==> config.mk <==
export PLATFORM = sky130hd
export DESIGN_NAME = ltag_addr_gen
export DESIGN_NICKNAME = d
export VERILOG_FILES = /design/src/rtl/ltag_pkg.sv /design/src/rtl/ltag_fmt_decode.sv /design/src/rtl/ltag_addr_calc.sv /design/src/rtl/ltag_seq.sv /design/src/rtl/ltag_addr_gen.sv
export SDC_FILE = /design/constraint.sdc
export NUM_CORES = 1
export LEC_CHECK = 0
export BUFFER_PORTS_ARGS = -buffer_cell sky130_fd_sc_hd__buf_2
export CAP_MARGIN = 40
export CORE_MARGIN = 5
export CORE_UTILIZATION = 64
export CTS_CLUSTER_DIAMETER = 40
export DETAILED_ROUTE_END_ITERATION = 12
export PLACE_DENSITY = 0.93
export SLEW_MARGIN = 10
export SYNTH_ARGS = -nofsm -noshare
export SYNTH_HDL_FRONTEND = slang
export SYNTH_SLANG_ARGS = --single-unit
export TNS_END_PERCENT = 5
==> constraint.sdc <==
create_clock -name clk -period 10.7 [get_ports clk]
set_input_delay 0.535 -clock clk [delete_from_list [all_inputs] [get_ports clk]]
set_output_delay 0.535 -clock clk [all_outputs]
set_load 0.005 [all_outputs]
==> src/rtl/ltag_pkg.sv <==
package ltag_pkg;
  localparam int IDX_W    = 12;
  localparam int ADDR_W   = 32;
  localparam int TILE_LOG = 11;
  localparam int PITCH_W  = 14;
  localparam int CHAN_W   = 2;
  localparam int HI_W     = ADDR_W - TILE_LOG;

  typedef struct packed {
    logic [IDX_W-1:0]   x;
    logic [IDX_W-1:0]   y;
    logic [HI_W-1:0]    base_hi;
    logic [PITCH_W-1:0] pitch;
    logic               tiled;
    logic [2:0]         lsz;    // log2 of bytes per element
    logic               quad;
  } ltag_req_t;
endpackage

==> src/rtl/ltag_fmt_decode.sv <==
module ltag_fmt_decode
  import ltag_pkg::*;
(
  input  logic [IDX_W-1:0]  x,
  input  logic [IDX_W-1:0]  y,
  input  logic [ADDR_W-1:0] base,
  input  logic [31:0]       fmt,
  input  logic              is_input,
  output ltag_req_t         req,
  output logic              bad_fmt
);
  always_comb begin
    req.x       = x;
    req.y       = y;
    req.base_hi = base[ADDR_W-1:TILE_LOG];
    req.pitch   = {1'b0, fmt[12:2], 2'b00};
    req.tiled   = fmt[16];
    req.quad    = fmt[17] & is_input;
    bad_fmt     = 1'b0;
    case (fmt[26:24])
      3'd0:       req.lsz = 3'd1;
      3'd1, 3'd2: req.lsz = 3'd2;
      3'd3:       req.lsz = 3'd3;
      3'd4:       req.lsz = 3'd4;
      default: begin
        req.lsz = 3'd1;
        bad_fmt = 1'b1;
      end
    endcase
  end
endmodule

==> src/rtl/ltag_addr_calc.sv <==
module ltag_addr_calc
  import ltag_pkg::*;
(
  input  logic [IDX_W-1:0]   x,
  input  logic [IDX_W-1:0]   y,
  input  logic [HI_W-1:0]    base_hi,
  input  logic [PITCH_W-1:0] pitch,
  input  logic               tiled,
  input  logic [2:0]         lsz,
  output logic [ADDR_W-1:0]  addr
);
  localparam int LIN_HI_W = ADDR_W - 5;

  logic [12:0]           lin_p;
  logic [IDX_W-1:0]      lin_x;
  logic [IDX_W+4:0]      x_sh;
  logic [LIN_HI_W-1:0]   lin_hi;
  logic [2:0]            tw_sh, th_sh;
  logic [IDX_W-1:0]      til_y, til_x;
  logic [PITCH_W-1:0]    til_p;
  logic [HI_W-1:0]       til_hi;
  logic [TILE_LOG-1:0]   til_lo;

  always_comb begin
    lin_p  = 13'(pitch >> (3'd5 - lsz));
    lin_x  = x >> (3'd5 - lsz);
    x_sh   = {5'b0, x} << lsz;
    lin_hi = LIN_HI_W'(LIN_HI_W'(y) * LIN_HI_W'(lin_p)) + LIN_HI_W'(lin_x)
           + {base_hi, 6'b0};

    tw_sh  = (lsz <= 3'd2) ? 3'd5 : 3'd4;
    case (lsz)
      3'd1:    th_sh = 3'd5;
      3'd4:    th_sh = 3'd3;
      default: th_sh = 3'd4;
    endcase
    til_y  = y >> th_sh;
    til_x  = x >> tw_sh;
    til_p  = pitch >> tw_sh;
    til_hi = HI_W'(HI_W'(til_y) * HI_W'(til_p)) + HI_W'(til_x) + base_hi;

    case (lsz)
      3'd1: til_lo = {y[4]^x[5], x[4]^y[5], y[3]^x[4], x[3]^y[4],
                      y[2], x[2], y[1:0], x[1:0], 1'b0};
      3'd2: til_lo = {y[3]^x[5], x[4]^y[4], y[2]^x[4], x[3]^y[3],
                      y[1], x[2], y[0], x[1:0], 2'b00};
      3'd3: til_lo = {y[3]^x[4], x[3]^y[4], y[2]^x[3], x[2]^y[3],
                      y[1], x[1], y[0], x[0], 3'b000};
      default: til_lo = {y[2]^x[4], x[3]^y[3], y[1]^x[3], x[2]^y[2],
                         y[0], x[1], x[0], 4'b0000};
    endcase

    addr = tiled ? {til_hi, til_lo} : {lin_hi, x_sh[4:0]};
  end
endmodule

==> src/rtl/ltag_seq.sv <==
module ltag_seq
  import ltag_pkg::*;
(
  input  logic              clk,
  input  logic              rst_n,
  input  logic              req_valid,
  input  ltag_req_t         req_in,
  input  logic              req_bad,
  input  logic              out_ready,
  output logic              req_ready,
  output logic              out_valid,
  output ltag_req_t         held,
  output logic [CHAN_W-1:0] step,
  output logic              fmt_err
);
  logic              busy_q, busy_d;
  logic [CHAN_W-1:0] step_q, step_d;
  logic              err_d;
  logic              take, fire, last, load;
  ltag_req_t         held_q;

  always_comb begin
    take   = req_valid & ~busy_q;
    fire   = busy_q & out_ready;
    last   = ~held_q.quad | (step_q == CHAN_W'(3));
    load   = take & ~req_bad;
    busy_d = busy_q;
    step_d = step_q;
    err_d  = take & req_bad;
    if (load) begin
      busy_d = 1'b1;
      step_d = '0;
    end else if (fire) begin
      if (last) busy_d = 1'b0;
      else      step_d = step_q + 1'b1;
    end
  end

  always_ff @(posedge clk or negedge rst_n) begin
    if (!rst_n) begin
      busy_q  <= 1'b0;
      step_q  <= '0;
      fmt_err <= 1'b0;
    end else begin
      busy_q  <= busy_d;
      step_q  <= step_d;
      fmt_err <= err_d;
    end
  end

  always_ff @(posedge clk or negedge rst_n) begin
    if (!rst_n) held_q <= '0;
    else if (load) held_q <= req_in;
  end

  assign req_ready = ~busy_q;
  assign out_valid = busy_q;
  assign held      = held_q;
  assign step      = step_q;

  // no new request is taken while addresses are pending
  p_ready_blocked_r9: assert property (@(posedge clk) disable iff (!rst_n)
    out_valid |-> !req_ready);
  // a non-final handshake keeps the block busy
  p_busy_mid_quad_r9: assert property (@(posedge clk) disable iff (!rst_n)
    (out_valid && out_ready && held_q.quad && step_q != 2'd3) |=> out_valid);
  // channels advance by one per accepted address
  p_chan_step_r7: assert property (@(posedge clk) disable iff (!rst_n)
    (out_valid && out_ready && held_q.quad && step_q != 2'd3)
      |=> step_q == $past(step_q) + 2'd1);
  // a reserved format never produces an address
  p_err_no_addr_r11: assert property (@(posedge clk) disable iff (!rst_n)
    fmt_err |-> !out_valid);
endmodule

==> src/rtl/ltag_addr_gen.sv <==
module ltag_addr_gen
  import ltag_pkg::*;
(
  input  logic              clk,
  input  logic              rst_n,
  input  logic              req_valid,
  output logic              req_ready,
  input  logic [IDX_W-1:0]  req_x,
  input  logic [IDX_W-1:0]  req_y,
  input  logic [ADDR_W-1:0] req_base,
  input  logic [31:0]       req_fmt,
  input  logic              req_is_input,
  output logic              out_valid,
  input  logic              out_ready,
  output logic [ADDR_W-1:0] out_addr,
  output logic [CHAN_W-1:0] out_chan,
  output logic              fmt_err
);
  ltag_req_t         dec_req, held;
  logic              dec_bad;
  logic [CHAN_W-1:0] step;
  logic [IDX_W-1:0]  cur_x, cur_y;

  ltag_fmt_decode u_dec (
    .x(req_x), .y(req_y), .base(req_base), .fmt(req_fmt),
    .is_input(req_is_input), .req(dec_req), .bad_fmt(dec_bad)
  );

  ltag_seq u_seq (
    .clk(clk), .rst_n(rst_n), .req_valid(req_valid), .req_in(dec_req),
    .req_bad(dec_bad), .out_ready(out_ready), .req_ready(req_ready),
    .out_valid(out_valid), .held(held), .step(step), .fmt_err(fmt_err)
  );

  // quad corner order: (+1,0) (0,+1) (+1,+1) (0,0)
  always_comb begin
    cur_x = held.x + IDX_W'(held.quad & ~step[0]);
    cur_y = held.y + IDX_W'(held.quad & (step[0] ^ step[1]));
  end

  ltag_addr_calc u_calc (
    .x(cur_x), .y(cur_y), .base_hi(held.base_hi), .pitch(held.pitch),
    .tiled(held.tiled), .lsz(held.lsz), .addr(out_addr)
  );

  assign out_chan = step;

  // a stalled address is held unchanged
  p_hold_stall_r10: assert property (@(posedge clk) disable iff (!rst_n)
    (out_valid && !out_ready) |=> out_valid && $stable(out_addr) && $stable(out_chan));
  // every element size is at least two bytes
  p_even_addr_r2: assert property (@(posedge clk) disable iff (!rst_n)
    out_valid |-> out_addr[0] == 1'b0);
  // the error flag is a single-cycle pulse
  p_err_pulse_r11: assert property (@(posedge clk) disable iff (!rst_n)
    fmt_err |=> !fmt_err);
endmodule

# == Yosys cells after proc, flatten, opt, wreduce, memory -nomap -nowiden ==
# Index checks and enable logic that the tools add are counted.
# word_totals
wordCells,80
in_bits,93
regBits,65
out_inout_bits,37
# op_classes
mul,2
eq_ne,10
shifts,6
addsub,8
n_reduce_logical,7
n_bitwise,24
n_mux,12
n_lt_le_gt_ge,1
# ops
cell,count
$shr 12x3->12,3
$pmux 11 s3,1
$mux 32,1
$add 27x27->27,1
$add 25x12->26,1
$mul 12x13->25,1
$add 21x12->21,1
$add 21x21->21,1
$mul 12x14->21,1
$shr 13x3->14,1
$shr 13x3->13,1
$xor 1x1->1,13
$add 12x1->12,1
$add 12x12->12,1
$and 1x12->12,1
$eq 3x2->1 const B,4
$not 1->12,1
$shl 12x3->5,1
$pmux 3 s3,1
$and 1x1->1,6
$eq 3x1->1 const B,2
$eq 3x3->1 const B,2
$mux 2,3
$pmux 3 s2,1
13 further kinds,20

# == Longest topological paths before layout ==
# logic_depth
depth_word,8
mapped_depth,37
ltp_nobuf,34

# == Hierarchy ==
# Synthesis repeated with hierarchy kept, for this count alone.
# hier_totals
hier_cells,1770
area_unflattened_um2,16204.3
# by_module_without_submodules
mod,cells_each,seq_area_each_um2,instances,area_per_inst_um2
ltag_addr_calc,1489,0.0,1,12705.9
ltag_seq,152,1701.6,1,2556.2
ltag_fmt_decode,69,0.0,1,496.7
ltag_addr_gen,60,0.0,1,445.4

# == Worst setup path after synthesis ==
# No wires, ideal clock.
# synth_path
path_kind,flip-flop to output port
start,reg u_seq.held_q (netlist bit u_seq.held[2])
end,out out_addr[28]
path_slack_ns,1.890
path_buffers,5
stages_incl_launch_ff,35
arrival_ns,8.275
t_required_ns,10.165
cell_sequence,dfrtp_1 buf_4 inv_1 buf_1 clkbuf_1 ha_1 inv_1 clkbuf_1 nand2_1 o21ai_0 clkbuf_1 nand2_1 fa_1 inv_1 fa_1 fa_1 inv_1 fa_1 fa_1 inv_1 ha_1 nand2_1 or4_1 o2111ai_1 nand2_1 o31ai_1 xor2_1 ha_1 a21oi_1 o21ai_0 a31o_2 a21oi_1 nor2_1 or4_1 o211ai_1
# synth_between
elab_chain_len,7
elab_cells_between_ends,18
cone_classes,5 x add/sub; 2 x mul; 1 x order compare; 2 x eq/ne; 5 x shift; 3 x mux
# synth_rtl
element,line_no,rtl
from (decl),ltag_seq.sv:20,ltag_req_t held_q;
from (signal assigned),ltag_seq.sv:53,else if (load) held_q <= req_in;
$le 3x2->1 (tied with other cells),ltag_addr_calc.sv:31,tw_sh = (lsz <= 3'd2) ? 3'd5 : 3'd4;
$mux 1 / $pmux 3 s2 (equally long branches),"ltag_addr_calc.sv:31, ltag_addr_calc.sv:32",
$shr 13x3->14 / $shr 12x3->12 (equally long branches),"ltag_addr_calc.sv:39, ltag_addr_calc.sv:37",
$mul 12x14->21,ltag_addr_calc.sv:40,til_hi = HI_W'(HI_W'(til_y) * HI_W'(til_p)) + HI_W'(til_x) + base_hi;
$add 21x12->21,ltag_addr_calc.sv:40,
$add 21x21->21,ltag_addr_calc.sv:40,
$mux 32 *,ltag_addr_calc.sv:53,"addr = tiled ? {til_hi, til_lo} : {lin_hi, x_sh[4:0]};"
to (decl),ltag_addr_gen.sv:15,"output logic [ADDR_W-1:0] out_addr,"
# Every way passes the cells marked *; elsewhere a longest branch is shown, timed or not.

# == Final worst setup path ==
# layout_path
start,"reg u_seq.step_q[0], in the netlist u_seq.step[0]"
end,out out_addr[28]
# layout_between
elab_chain_len,8
elab_cells_between_ends,16
cone_classes,6 x add/sub; 2 x mul; 3 x shift; 1 x mux; 4 x bitwise
# layout_rtl
element,line_no,rtl
from (decl),ltag_seq.sv:17,"logic [CHAN_W-1:0] step_q, step_d;"
from (signal assigned),ltag_seq.sv:46,step_q <= step_d;
$xor 1x1->1,ltag_addr_gen.sv:38,cur_y = held.y + IDX_W'(held.quad & (step[0] ^ step[1]));
$and 1x1->1,ltag_addr_gen.sv:38,
$add 12x1->12,ltag_addr_gen.sv:38,
$shr 12x3->12,ltag_addr_calc.sv:37,til_y = y >> th_sh;
$mul 12x14->21,ltag_addr_calc.sv:40,
$add 21x12->21,ltag_addr_calc.sv:40,
$add 21x21->21,ltag_addr_calc.sv:40,
$mux 32 *,ltag_addr_calc.sv:53,
# Marked as above.

==> flow_results.org <==
** Clocking
- No sink is reached through more buffers than the 2 on the longest clock path.
- TritonCTS Buffers :: 9
- The H-tree was split into 3 levels.
- Number of gates resized after cts :: 0
- After clock tree synthesis, the flow added hold-fix buffers numbering 0.
- The clock drives 65 sinks.
- Cell chosen for the clock root :: sky130_fd_sc_hd__clkbuf_16
- TritonCTS built the clock tree.
- The later pin in the worst-skew pair is clocked with a latency of 0.35 ns.
- Number of buffers inserted by post-CTS setup repair :: 0
- Clock-pin slew was measured on the worst setup and hold paths at 0.06 ns.

** Routing
- The pre-antenna-repair detailed-routing pass consisted of 6 iterations.
- Ratio of routed vias to standard cells :: 6.15
- For this block, the initial DRC count from the detailed router was 1645.
- Vias after detailed routing :: 14400
- Routed Wire Length :: 44700 µm
- In the routed design, unresolved DRC markers number 0.
- Detail-routed net length per standard cell :: 19.0 µm
- In this run the remaining antenna-violating nets after routing total 0.

** Die
- In this run the horizontal extent of the chip is 168 µm.
- For this design the top-level I/O count stands at 130.
- Height of the die :: 168 µm
- Row generation in the floorplan step produced 57 rows.
- The floorplan step defined a die boundary enclosing 28100 µm².
- Initial Util :: 65.2%
- Core area :: 24400 µm²

** Layout
- Layout area overhead :: 7.52%
- After the last flow step, the layout net total stands at 2509.
- 0 antenna diodes ended up in the layout.
- In the final layout, the share of cells above drive strength 1 is 9.78%.

** STA
- In the final timing run, aggregate negative setup slack is 0 ns.
- For this run, the top clock speed supported by timing is 0.0985 GHz.
- Worst setup slack after layout :: 0.547 ns
- After layout, the worst path uses 94.9% of the clock period.
- The count of endpoints failing hold in the final timing report is 0.
- Setup violators final :: 0
- Between clock sinks in the finished design, the worst skew comes to 0.00707 ns.
- Time the final worst path needs with I/O delays and setup :: 10.15 ns
- For the pin with the worst max-slew slack, the measured transition is 0.942 ns.
- Max transition margin :: 37.0%
- The count of final max-slew check failures is 0.
- Setup repair after global routing missed its margin :: false

** Synthesis
- Synthesis produced 1937 cells.
- The synthesized netlist occupies a cell area of 15900 µm².
- Yosys instantiated no cell more often than sky130_fd_sc_hd__nand2_1.
- The synthesized design contains 65 register bits.
- Sequential area share after synthesis :: 10.2%
- After synthesis, the share of flip-flops with an asynchronous set or reset is 100%.
- Most instantiated cells after synthesis :: sky130_fd_sc_hd__nand2_1 (374), sky130_fd_sc_hd__inv_1 (301), sky130_fd_sc_hd__fa_1 (217), sky130_fd_sc_hd__ha_1 (178), sky130_fd_sc_hd__nor2_1 (113)
- During synthesis, Yosys emitted a total of 0 warnings.
- Primary FF master, synth :: sky130_fd_sc_hd__dfrtp_1
- Unique cell type count in the Yosys netlist :: 77
- The synthesized design devotes to its leading area cell type 27.3% of total area.
- Post-synthesis area per instance :: 8.21 µm²
- Number of enable-type register cells in the synthesized netlist :: 0
- Largest area contributor in the netlist :: sky130_fd_sc_hd__fa_1
- Most area-consuming cells after synthesis :: sky130_fd_sc_hd__fa_1 (27%), sky130_fd_sc_hd__ha_1 (14%), sky130_fd_sc_hd__dfrtp_1 (10%), sky130_fd_sc_hd__nand2_1 (8.8%), sky130_fd_sc_hd__inv_1 (7.1%)

** Worst setup path
- Cell type of the slowest stage on the worst timing path :: sky130_fd_sc_hd__xor2_1
- Data on the critical path arrives at its endpoint at 9.62 ns.
- Data required time at the worst endpoint :: 10.17 ns
- Largest fanout of any net on the critical path :: 6
- In this design, the stage delay of the slowest critical-path cell is 0.62 ns.
- The worst setup path is captured at an output port.
- The worst setup path is of the reg -> out kind.
- Type of element launching the critical path :: register

** GRT
- The first global-routing pass estimated 73000 µm of wire.
- Entering global routing, the biggest net connects 48 pins.
- Initial antenna violation count :: 0
- For this run the aggregate overflow at the end of global routing stands at 0.
- Via count of the first global-routing pass :: 14700
- For this run, the total global-route usage over all layers was measured as 32.0%.

** Placement
- Buffers placed on the I/O ports in this run total 102.
- Routability congestion estimate :: 0.979
- Final HPWL DP :: 35600 µm
- Timing analysis after detailed placement gives a worst setup slack of 1.01 ns.

** Hold path
- The worst hold path belongs to the class in -> async.

** Run status
- Result of the run :: completed

** Flow run
- Max-cap violations in this run came to 0.
## kinds of logic after synthesis
| group | after synthesis | synth area share [%] |
|---|---|---|
| buffers and inverters | 386 | 9.22 |
| AOI/OAI and AO/OA | 302 | 12.8 |
| DFF | 65 | 10.2 |
| xor gates and xnor gates | 88 | 4.99 |
| adders and majority gates | 395 | 41.3 |
| muxes | 53 | 3.68 |
| other | 2 | 0.0472 |
| and+or+nand+nor | 646 | 17.7 |
## cell type report
type                    instances  area, µm²
clock buffers                   9        225
clock inverters                 6       36.3
fillers                      1804       7300
inverters                     303       1140
multi-input cells            1511      12900
flip-flops and latches         65       1630
well taps                     324        405
repair buffers                131        751
## registers in the layout, indices dropped and copies added (netlist names)
signal           cells
u_seq.fmt_err        1
u_seq.held          61
u_seq.out_valid      1
u_seq.step           2
## through the flow
step / utilization, % / area, µm² / instances / hold slack (ns)
global placement: 68.8 / 16800 / 2331 / 0.472
detailed placement: 69.0 / 16800 / 2334 / 0.487
CTS: 70.1 / 17100 / 2349 / 0.283
finish: 70.1 / 17100 / 2349 / 0.271
global route: 70.1 / 17100 / 2349 / 0.333
floorplan: - / 16000 / 1962 / 0.239
## worst max-delay path, delay by kind of cell, from the launching register on
family	cells	cell delay (ns)
AO/OA/AOI/OAI	7	1.58
AND/OR/NAND/NOR	9	2.13
adder cells (fa/ha/maj)	10	3.90
buffers and inverters	5	0.36
flip-flops	1	0.42
XOR/XNOR	2	0.85
## path summary, 6_finish.rpt
check / slack [ns] / to / cells past startpoint / from
worst min register to register: 0.50 / u_seq.held[40] / 2 / u_seq.held[40]
max in group asynchronous: 9.45 / u_seq.held[33] / 2 / rst_n
worst min-delay path: 0.27 / u_seq.held[20] / 1 / rst_n
worst max-delay path: 0.55 / out_addr[28] / 33 / u_seq.step[0]
worst max register to register: 8.68 / u_seq.held[4] / 3 / u_seq.held[4]
min in group clk: 0.37 / u_seq.held[17] / 3 / req_fmt[12]
## layer usage
layer	track usage [%]	part of all wire, %
met5	0	0
met4	14.5	5.4
met3	7.85	11
met2	52.2	47
met1	40.6	36
## placed cells by master, fill, tap and decap left out, types with 46 or more instances in the layout
cell,Yosys,layout
sky130_fd_sc_hd__nand2_1,374,373
sky130_fd_sc_hd__inv_1,301,301
sky130_fd_sc_hd__fa_1,217,217
sky130_fd_sc_hd__ha_1,178,178
sky130_fd_sc_hd__nor2_1,113,112
sky130_fd_sc_hd__buf_2,11,103
sky130_fd_sc_hd__a21oi_1,73,73
sky130_fd_sc_hd__dfrtp_1,65,65
sky130_fd_sc_hd__o21ai_0,58,58
sky130_fd_sc_hd__xnor2_1,51,50
sky130_fd_sc_hd__and2_1,46,46
Power is left out: the tool's default activity adds up to more than one toggle a clock period on the data nets, which glitch-free logic cannot reach.
